===== config.mk =====
export PLATFORM = sky130hd
export DESIGN_NAME = ptp_prog
export DESIGN_NICKNAME = d
export VERILOG_FILES = /design/src/rtl/ptp_pkg.sv /design/src/rtl/ptp_timer.sv /design/src/rtl/ptp_poller.sv /design/src/rtl/ptp_prog.sv
export SDC_FILE = /design/constraint.sdc
export NUM_CORES = 1
export LEC_CHECK = 0
export BUFFER_PORTS_ARGS = -buffer_cell sky130_fd_sc_hd__clkbuf_2
export CAP_MARGIN = 30
export CORE_AREA = 2 2 75 77
export CTS_CLUSTER_SIZE = 25
export DETAILED_ROUTE_END_ITERATION = 7
export DIE_AREA = 0 0 77 79
export PLACE_DENSITY = 0.67
export SYNTH_ARGS = -nofsm -noshare
export SYNTH_HDL_FRONTEND = slang
export SYNTH_SLANG_ARGS = --single-unit

===== constraint.sdc =====
create_clock -name clk -period 6.09 [get_ports clk]
set_clock_uncertainty 0.1 [all_clocks]
set_input_delay 0.9135 -clock clk [delete_from_list [all_inputs] [get_ports clk]]
set_output_delay 0.9135 -clock clk [all_outputs]
set_load 0.01 [all_outputs]

===== src/rtl/ptp_pkg.sv =====
package ptp_pkg;

   typedef enum logic [3:0] {
      ST_OFF,
      ST_CLR_HI,
      ST_CLR_LO,
      ST_IDLE,
      ST_A_HI,
      ST_A_LO,
      ST_D_HI,
      ST_D_LO,
      ST_PW_CK,
      ST_PW_SD,
      ST_PW_RS,
      ST_POLL,
      ST_FIN
   } ptp_state_t;

   function automatic int ptp_max3(input int a, input int b, input int c);
      int m;
      m = a;
      if (b > m) m = b;
      if (c > m) m = c;
      return m;
   endfunction

   function automatic int ptp_bits(input int v);
      return (v < 2) ? 1 : $clog2(v + 1);
   endfunction

endpackage


===== src/rtl/ptp_timer.sv =====
module ptp_timer #(
   parameter int W = 8
) (
   input  logic         clk,
   input  logic         rst_n,
   input  logic         load_i,
   input  logic [W-1:0] val_i,
   output logic         expire_o
);

   logic [W-1:0] cnt;

   always_ff @(posedge clk or negedge rst_n) begin
      if (!rst_n)
         cnt <= '0;
      else if (load_i)
         cnt <= val_i;
      else if (cnt != '0)
         cnt <= cnt - 1'b1;
   end

   assign expire_o = (cnt == '0);

   // a running phase shortens by exactly one cycle per clock
   p_count_down_r2: assert property (@(posedge clk) disable iff (!rst_n)
      (!load_i && cnt != '0) |=> (cnt == $past(cnt) - 1'b1));

endmodule


===== src/rtl/ptp_poller.sv =====
module ptp_poller #(
   parameter int STAT_W      = 8,
   parameter int LOCK_BIT    = 0,
   parameter int STOP_BIT    = 2,
   parameter int SYNC_STAGES = 2,
   parameter int POLL_MAX    = 100
) (
   input  logic              clk,
   input  logic              rst_n,
   input  logic [STAT_W-1:0] stat_i,
   input  logic              clr_i,
   input  logic              step_i,
   output logic              hit_o,
   output logic              last_o
);

   localparam int ATT_W = ptp_pkg::ptp_bits(POLL_MAX);
   localparam logic [STAT_W-1:0] HIT_MASK =
      (STAT_W'(1) << LOCK_BIT) | (STAT_W'(1) << STOP_BIT);
   localparam logic [ATT_W-1:0] ATT_LAST = ATT_W'(POLL_MAX - 1);

   logic [STAT_W-1:0] stat_s;
   logic [ATT_W-1:0]  att;

   generate
      if (SYNC_STAGES == 0) begin : g_direct
         assign stat_s = stat_i;
      end else begin : g_sync
         logic [STAT_W-1:0] chain [SYNC_STAGES];
         always_ff @(posedge clk or negedge rst_n) begin
            if (!rst_n) begin
               for (int i = 0; i < SYNC_STAGES; i++) chain[i] <= '0;
            end else begin
               chain[0] <= stat_i;
               for (int i = 1; i < SYNC_STAGES; i++) chain[i] <= chain[i-1];
            end
         end
         assign stat_s = chain[SYNC_STAGES-1];
      end
   endgenerate

   always_ff @(posedge clk or negedge rst_n) begin
      if (!rst_n)
         att <= '0;
      else if (clr_i)
         att <= '0;
      else if (step_i)
         att <= att + 1'b1;
   end

   assign hit_o  = |(stat_s & HIT_MASK);
   assign last_o = (att == ATT_LAST);

   // the sample count never runs past the limit
   p_attempt_bound_r10: assert property (@(posedge clk) disable iff (!rst_n)
      att <= ATT_LAST);

   // no further step is requested once the last sample is reached
   p_no_step_past_last_r10: assert property (@(posedge clk) disable iff (!rst_n)
      last_o |-> !step_i);

endmodule


===== src/rtl/ptp_prog.sv =====
module ptp_prog #(
   parameter int DW          = 8,
   parameter int HALF_W      = 4,
   parameter int STEP_CYC    = 8,
   parameter int POLL_GAP    = 16,
   parameter int POLL_MAX    = 100,
   parameter int STAT_W      = 8,
   parameter int LOCK_BIT    = 0,
   parameter int STOP_BIT    = 2,
   parameter int SYNC_STAGES = 2
) (
   input  logic              clk,
   input  logic              rst_n,
   input  logic              start_i,
   input  logic [HALF_W-1:0] half_i,
   input  logic              req_valid_i,
   input  logic [DW-1:0]     req_addr_i,
   input  logic [DW-1:0]     req_data_i,
   output logic              req_ready_o,
   input  logic              pwr_go_i,
   input  logic [STAT_W-1:0] stat_i,
   output logic              tst_clr_o,
   output logic              tst_clk_o,
   output logic              tst_en_o,
   output logic [DW-1:0]     tst_din_o,
   output logic              phy_clken_o,
   output logic              phy_shutdn_n_o,
   output logic              phy_rst_n_o,
   output logic              done_o,
   output logic              timeout_o
);
   import ptp_pkg::*;

   localparam int TMR_W = ptp_max3(HALF_W, ptp_bits(STEP_CYC), ptp_bits(POLL_GAP));
   localparam logic [TMR_W-1:0] STEP_M1 = TMR_W'(STEP_CYC - 1);
   localparam logic [TMR_W-1:0] GAP_M1  = TMR_W'(POLL_GAP - 1);

   generate
      if (DW < 1)                          begin : g_bad_dw   $error("DW must be at least 1");           end
      if (HALF_W < 1)                      begin : g_bad_hw   $error("HALF_W must be at least 1");       end
      if (STEP_CYC < 1)                    begin : g_bad_st   $error("STEP_CYC must be at least 1");     end
      if (POLL_GAP < 1)                    begin : g_bad_gap  $error("POLL_GAP must be at least 1");     end
      if (POLL_MAX < 1)                    begin : g_bad_max  $error("POLL_MAX must be at least 1");     end
      if (LOCK_BIT >= STAT_W || STOP_BIT >= STAT_W)
                                           begin : g_bad_bit  $error("status bit outside status word");  end
      if (SYNC_STAGES < 0)                 begin : g_bad_sync $error("SYNC_STAGES cannot be negative");  end
   endgenerate

   ptp_state_t        st, nxt;
   logic [HALF_W-1:0] half_q;
   logic [DW-1:0]     addr_q, data_q;
   logic              done_q, to_q;

   logic              tmr_ld, tmr_exp;
   logic [TMR_W-1:0]  tmr_val;
   logic              accept, take_start;
   logic              poll_clr, poll_step, poll_hit, poll_last;
   logic              set_done, set_to;
   logic [TMR_W-1:0]  n_live_m1, n_q_m1;

   assign n_live_m1 = (half_i == '0) ? '0 : TMR_W'(half_i - 1'b1);
   assign n_q_m1    = (half_q == '0) ? '0 : TMR_W'(half_q - 1'b1);

   ptp_timer #(.W(TMR_W)) u_tmr (
      .clk      (clk),
      .rst_n    (rst_n),
      .load_i   (tmr_ld),
      .val_i    (tmr_val),
      .expire_o (tmr_exp)
   );

   ptp_poller #(
      .STAT_W      (STAT_W),
      .LOCK_BIT    (LOCK_BIT),
      .STOP_BIT    (STOP_BIT),
      .SYNC_STAGES (SYNC_STAGES),
      .POLL_MAX    (POLL_MAX)
   ) u_poll (
      .clk    (clk),
      .rst_n  (rst_n),
      .stat_i (stat_i),
      .clr_i  (poll_clr),
      .step_i (poll_step),
      .hit_o  (poll_hit),
      .last_o (poll_last)
   );

   always_comb begin
      nxt        = st;
      tmr_ld     = 1'b0;
      tmr_val    = '0;
      accept     = 1'b0;
      take_start = 1'b0;
      poll_clr   = 1'b0;
      poll_step  = 1'b0;
      set_done   = 1'b0;
      set_to     = 1'b0;
      unique case (st)
         ST_OFF, ST_FIN: begin
            if (start_i) begin
               take_start = 1'b1;
               nxt        = ST_CLR_HI;
               tmr_ld     = 1'b1;
               tmr_val    = n_live_m1;
            end
         end
         ST_CLR_HI: if (tmr_exp) begin nxt = ST_CLR_LO; tmr_ld = 1'b1; tmr_val = n_q_m1; end
         ST_CLR_LO: if (tmr_exp) nxt = ST_IDLE;
         ST_IDLE: begin
            if (req_valid_i) begin
               accept  = 1'b1;
               nxt     = ST_A_HI;
               tmr_ld  = 1'b1;
               tmr_val = n_live_m1;
            end else if (pwr_go_i) begin
               nxt     = ST_PW_CK;
               tmr_ld  = 1'b1;
               tmr_val = STEP_M1;
            end
         end
         ST_A_HI: if (tmr_exp) begin nxt = ST_A_LO; tmr_ld = 1'b1; tmr_val = n_q_m1; end
         ST_A_LO: if (tmr_exp) begin nxt = ST_D_HI; tmr_ld = 1'b1; tmr_val = n_q_m1; end
         ST_D_HI: if (tmr_exp) begin nxt = ST_D_LO; tmr_ld = 1'b1; tmr_val = n_q_m1; end
         ST_D_LO: if (tmr_exp) nxt = ST_IDLE;
         ST_PW_CK: if (tmr_exp) begin nxt = ST_PW_SD; tmr_ld = 1'b1; tmr_val = STEP_M1; end
         ST_PW_SD: if (tmr_exp) begin nxt = ST_PW_RS; tmr_ld = 1'b1; tmr_val = STEP_M1; end
         ST_PW_RS: begin
            if (tmr_exp) begin
               nxt      = ST_POLL;
               tmr_ld   = 1'b1;
               tmr_val  = GAP_M1;
               poll_clr = 1'b1;
            end
         end
         ST_POLL: begin
            if (tmr_exp) begin
               if (poll_hit) begin
                  nxt      = ST_FIN;
                  set_done = 1'b1;
               end else if (poll_last) begin
                  nxt      = ST_FIN;
                  set_done = 1'b1;
                  set_to   = 1'b1;
               end else begin
                  poll_step = 1'b1;
                  tmr_ld    = 1'b1;
                  tmr_val   = GAP_M1;
               end
            end
         end
         default: nxt = ST_OFF;
      endcase
   end

   always_ff @(posedge clk or negedge rst_n) begin
      if (!rst_n) begin
         st     <= ST_OFF;
         half_q <= '0;
         addr_q <= '0;
         data_q <= '0;
         done_q <= 1'b0;
         to_q   <= 1'b0;
      end else begin
         st <= nxt;
         if (take_start || accept) half_q <= half_i;
         if (accept) begin
            addr_q <= req_addr_i;
            data_q <= req_data_i;
         end
         if (take_start) begin
            done_q <= 1'b0;
            to_q   <= 1'b0;
         end else begin
            if (set_done) done_q <= 1'b1;
            if (set_to)   to_q   <= 1'b1;
         end
      end
   end

   assign req_ready_o    = (st == ST_IDLE);
   assign tst_clr_o      = (st == ST_CLR_HI);
   assign tst_clk_o      = (st == ST_A_HI) || (st == ST_D_HI);
   assign tst_en_o       = (st == ST_A_HI) || (st == ST_A_LO);
   assign tst_din_o      = tst_en_o ? addr_q :
                           ((st == ST_D_HI) || (st == ST_D_LO)) ? data_q : '0;
   assign phy_clken_o    = (st == ST_PW_CK) || (st == ST_PW_SD) || (st == ST_PW_RS) ||
                           (st == ST_POLL)  || (st == ST_FIN);
   assign phy_shutdn_n_o = (st == ST_PW_SD) || (st == ST_PW_RS) || (st == ST_POLL) ||
                           (st == ST_FIN);
   assign phy_rst_n_o    = (st == ST_PW_RS) || (st == ST_POLL) || (st == ST_FIN);
   assign done_o         = done_q;
   assign timeout_o      = to_q;

   // test clear only while the PHY is fully held off
   p_clr_in_reset_r2: assert property (@(posedge clk) disable iff (!rst_n)
      tst_clr_o |-> (!phy_clken_o && !phy_shutdn_n_o && !phy_rst_n_o));

   // bus value is steady while the strobe is high
   p_din_hold_r3: assert property (@(posedge clk) disable iff (!rst_n)
      (tst_clk_o && $past(tst_clk_o)) |-> $stable(tst_din_o));

   // no new request can be taken while a strobe is in flight
   p_ready_vs_clk_r5: assert property (@(posedge clk) disable iff (!rst_n)
      tst_clk_o |-> !req_ready_o);

   // shutdown release only after the clock enable was already up
   p_stage_sd_r8: assert property (@(posedge clk) disable iff (!rst_n)
      $rose(phy_shutdn_n_o) |-> (phy_clken_o && $past(phy_clken_o)));

   // reset release only after shutdown release was already up
   p_stage_rs_r8: assert property (@(posedge clk) disable iff (!rst_n)
      $rose(phy_rst_n_o) |-> $past(phy_shutdn_n_o));

   // a timeout always comes with completion
   p_to_done_r10: assert property (@(posedge clk) disable iff (!rst_n)
      timeout_o |-> done_o);

   // completion holds until a start command
   p_flag_hold_r11: assert property (@(posedge clk) disable iff (!rst_n)
      (done_o && !start_i) |=> done_o);

endmodule


==> impl_metrics.ini <==
[status]
status = complete, no violations

[pwr]
p_per_area_nw_per_um2 = 432
max-vdd-ir-drop_uv = 169
p_leak_nw = 1.25

[yosys]
syn_nets = 262
yosys_warnings = 0
synth_top_area_frac = 0.453
synth_area_leaders = dfrtp_1 (45%), mux2_2 (10%), nor2_1 (5.0%)
async_flop_share = 1.00
avgSynthCellArea_um2 = 10.3
synthCells = 226
synth-seq-cells = 42
netlist-cell-type-count = 48
yosysTopAreaCell = dfrtp_1
ys.flop_type = dfrtp_1
seq_area_frac_synth = 0.453
synth_area_um2 = 2320
synth_edf_count = 0

[die]
ioPinCount = 50
core_um2 = 5340
dieArea_um2 = 6080
die_w_um = 77
start_util = 0.435
row_count = 27
die_h_um = 79

[setup_path]
r2r_end = half_q[0]
path_buf_inv = 2
arrival_ns = 2.13
worst-setup-path-type = reg -> out
crit_path_max_fanout = 19
r2r_start = st[1]
cp_top_family = flip-flops
path_cells = nand2_1, or3_1, inv_1, clkbuf_2
critPathMaxStageDelay_ns = 0.87
ff2ff_setup_slack_ns = 3.03
cp-end-kind = output port
worstPathRequired_ns = 5.08
slowest_stage = dfrtp_1
ff2ff_path_depth = 6
cp-start-kind = register

[sta]
fin_crit_ns = 3.14
fin_crit_sh = 0.516
worstMarginPinSlew_ns = 0.798
finalSetupViolations = 0
slew_viol_final = 0
max_freq_mhz = 319
finalHoldViolCount = 0
maxSlewHeadroom = 0.468
rsz0062_at_grt = false
tns_ns = 0

[cells_and_area]
n_antenna_cell = 0
fillers = 528
syn_to_final_growth_pct = 16.0
drive_gt1_frac = 0.305
stdcell_area_um2 = 2690
nets = 304

[clock_network]
ctsResizeCount = 0
postCtsHoldBufs = 0
clk_latency_ns = 0.29
cts-root-buf = clkbuf_8
h-tree-depth = 2
clock-sinks = 42
cts_buffers = 5
cts_setup_buffers = 0
tritoncts = done
clkTransAtPathRegs_ns = 0.08
ctsLongestPathBuffers = 2

[worst_hold_path]
min_from = u_poll.g_sync.chain[8]
hp-class = reg -> reg
min_path_cells = 0
min_to = u_poll.stat_s[0]

[placement]
io_buffers = 43
placed_cell_area_um2 = 2600
gp_congestion = 0.781
dpl.hpwl_mm = 3.30

[global_routing]
antenna_found_initial = 0
grt_pass1_vias = 1636
grt_pass1_wl_mm = 7.56
grt_max_degree = 27
grt_util_all_layers = 0.156
grt_overflow_total = 0

[run]
cap_violations = 0

[drt]
routed_wirelength_mm = 4.51
drc = 0
vias = 1793
first_pass_iters = 6
wl_per_cell_um = 13.2
drtAntennaViolNets = 0
first_iter_violations = 77
vias_per_cell = 5.26
==> area by class of cell <==
type	instances	area (um^2)	share of cell area
multi-input cells	170	1210	0.448
flip-flops and latches	42	1050	0.390
repair buffers	44	235	0.0874
well taps	72	90.1	0.0335
clock buffers	7	86.3	0.0321
inverters	5	18.8	0.00697
clock inverters	1	5.00	0.00186
==> stage by stage <==
step                      hold slack (ns)  total power, mW  instances  utilization  worst slack (ns)
after floorplan                     0.231            0.874        226            -              3.87
after global placement              0.251            0.978        332        0.484              3.04
after detailed placement            0.235            0.993        333        0.487              3.01
after CTS                           0.252             1.18        341        0.504              2.94
after global routing                0.261             1.27        341        0.504              2.76
final                               0.250             1.16        341        0.504              2.95
==> registers in the layout, indices dropped and copies added (netlist names) <==
register	count
addr_q	8
data_q	8
u_poll.att	7
u_tmr.cnt	5
half_q	4
st	4
u_poll.g_sync.chain	2
u_poll.stat_s	2
done_o	1
timeout_o	1
==> power by group <==
group          total [mW]  internal [mW]  switching, mW
Clock               0.181         0.0914         0.0898
Combinational       0.489          0.253          0.236
Sequential          0.494          0.382          0.112
==> Yosys cell counts, types with 2 or more instances <==
cell	instances
xnor2_1	3
buf_2	3
a211oi_1	2
mux2i_1	10
or3_1	4
a2bb2oi_2	2
nand3_1	4
nand2_1	18
dfrtp_1	42
clkbuf_1	5
a21oi_1	4
nor3_1	6
mux2_2	21
ha_1	3
nand2b_1	5
a311oi_1	2
nand4_1	3
o21ai_0	14
nor2_1	31
and3_1	4
nor2b_1	2
xor2_1	6
o2111ai_1	2
a22oi_1	2
inv_1	5
==> layer usage <==
layer,vias up,global-route usage,wire [um],part of all wire
met1,857,0.203,2070,0.46
met4,0,0.0482,58,0.013
met3,6,0.0307,181,0.040
met2,39,0.264,2210,0.49
met5,-,0,0,0
li1,891,-,-,-
==> worst reg2reg max path: cells and delay by family (launching register included) <==
family	cells	cell delay, ns
mux	1	0.36
buf+inv	1	0.12
simple gates	4	1.50
flops	1	0.87
==> logic make-up (layout without fill, tap and decap cells) <==
group,after synthesis,in the layout,share of synthesized area
xor gates and xnor gates,9,9,0.0340
buffers and inverters,14,57,0.0275
AOI/OAI and AO/OA,38,38,0.125
adders and majority gates,3,3,0.0162
muxes,31,31,0.145
and+or+nand+nor,89,89,0.200
DFF,42,42,0.453
==> cells in the final DEF (no fill, tap or decap), drive strengths merged, types with 2 or more instances in the layout <==
master and instances:
a311oi 2, and2 2, and3 4, nand3 5, nor2b 2, a211oi 2
a22oi 2, mux2 21, xor2 6, ha 3, xnor2 3, nand2b 6
nor2 31, o2111ai 2, nor4b 2, o21ai 14, nor3 8, nand4 3
mux2i 10, clkbuf 50, nand2 18, inv 5, or3 4, a21oi 4
a2bb2oi 2, dfrtp 42
==> worst max-delay path by stage <==
stage	start	to	slack [ns]	cells after the start
2_1_floorplan	st[1]	tst_din_o[0]	3.87	4
3_3_place_gp	st[1]	half_q[0]	3.04	6
3_5_place_dp	st[1]	half_q[0]	3.01	6
4_1_cts	st[1]	req_ready_o	2.94	4
5_1_grt	st[1]	half_q[3]	2.76	6
6_report	st[1]	req_ready_o	2.95	4
Note: power is estimated with default switching activity, not from simulation.
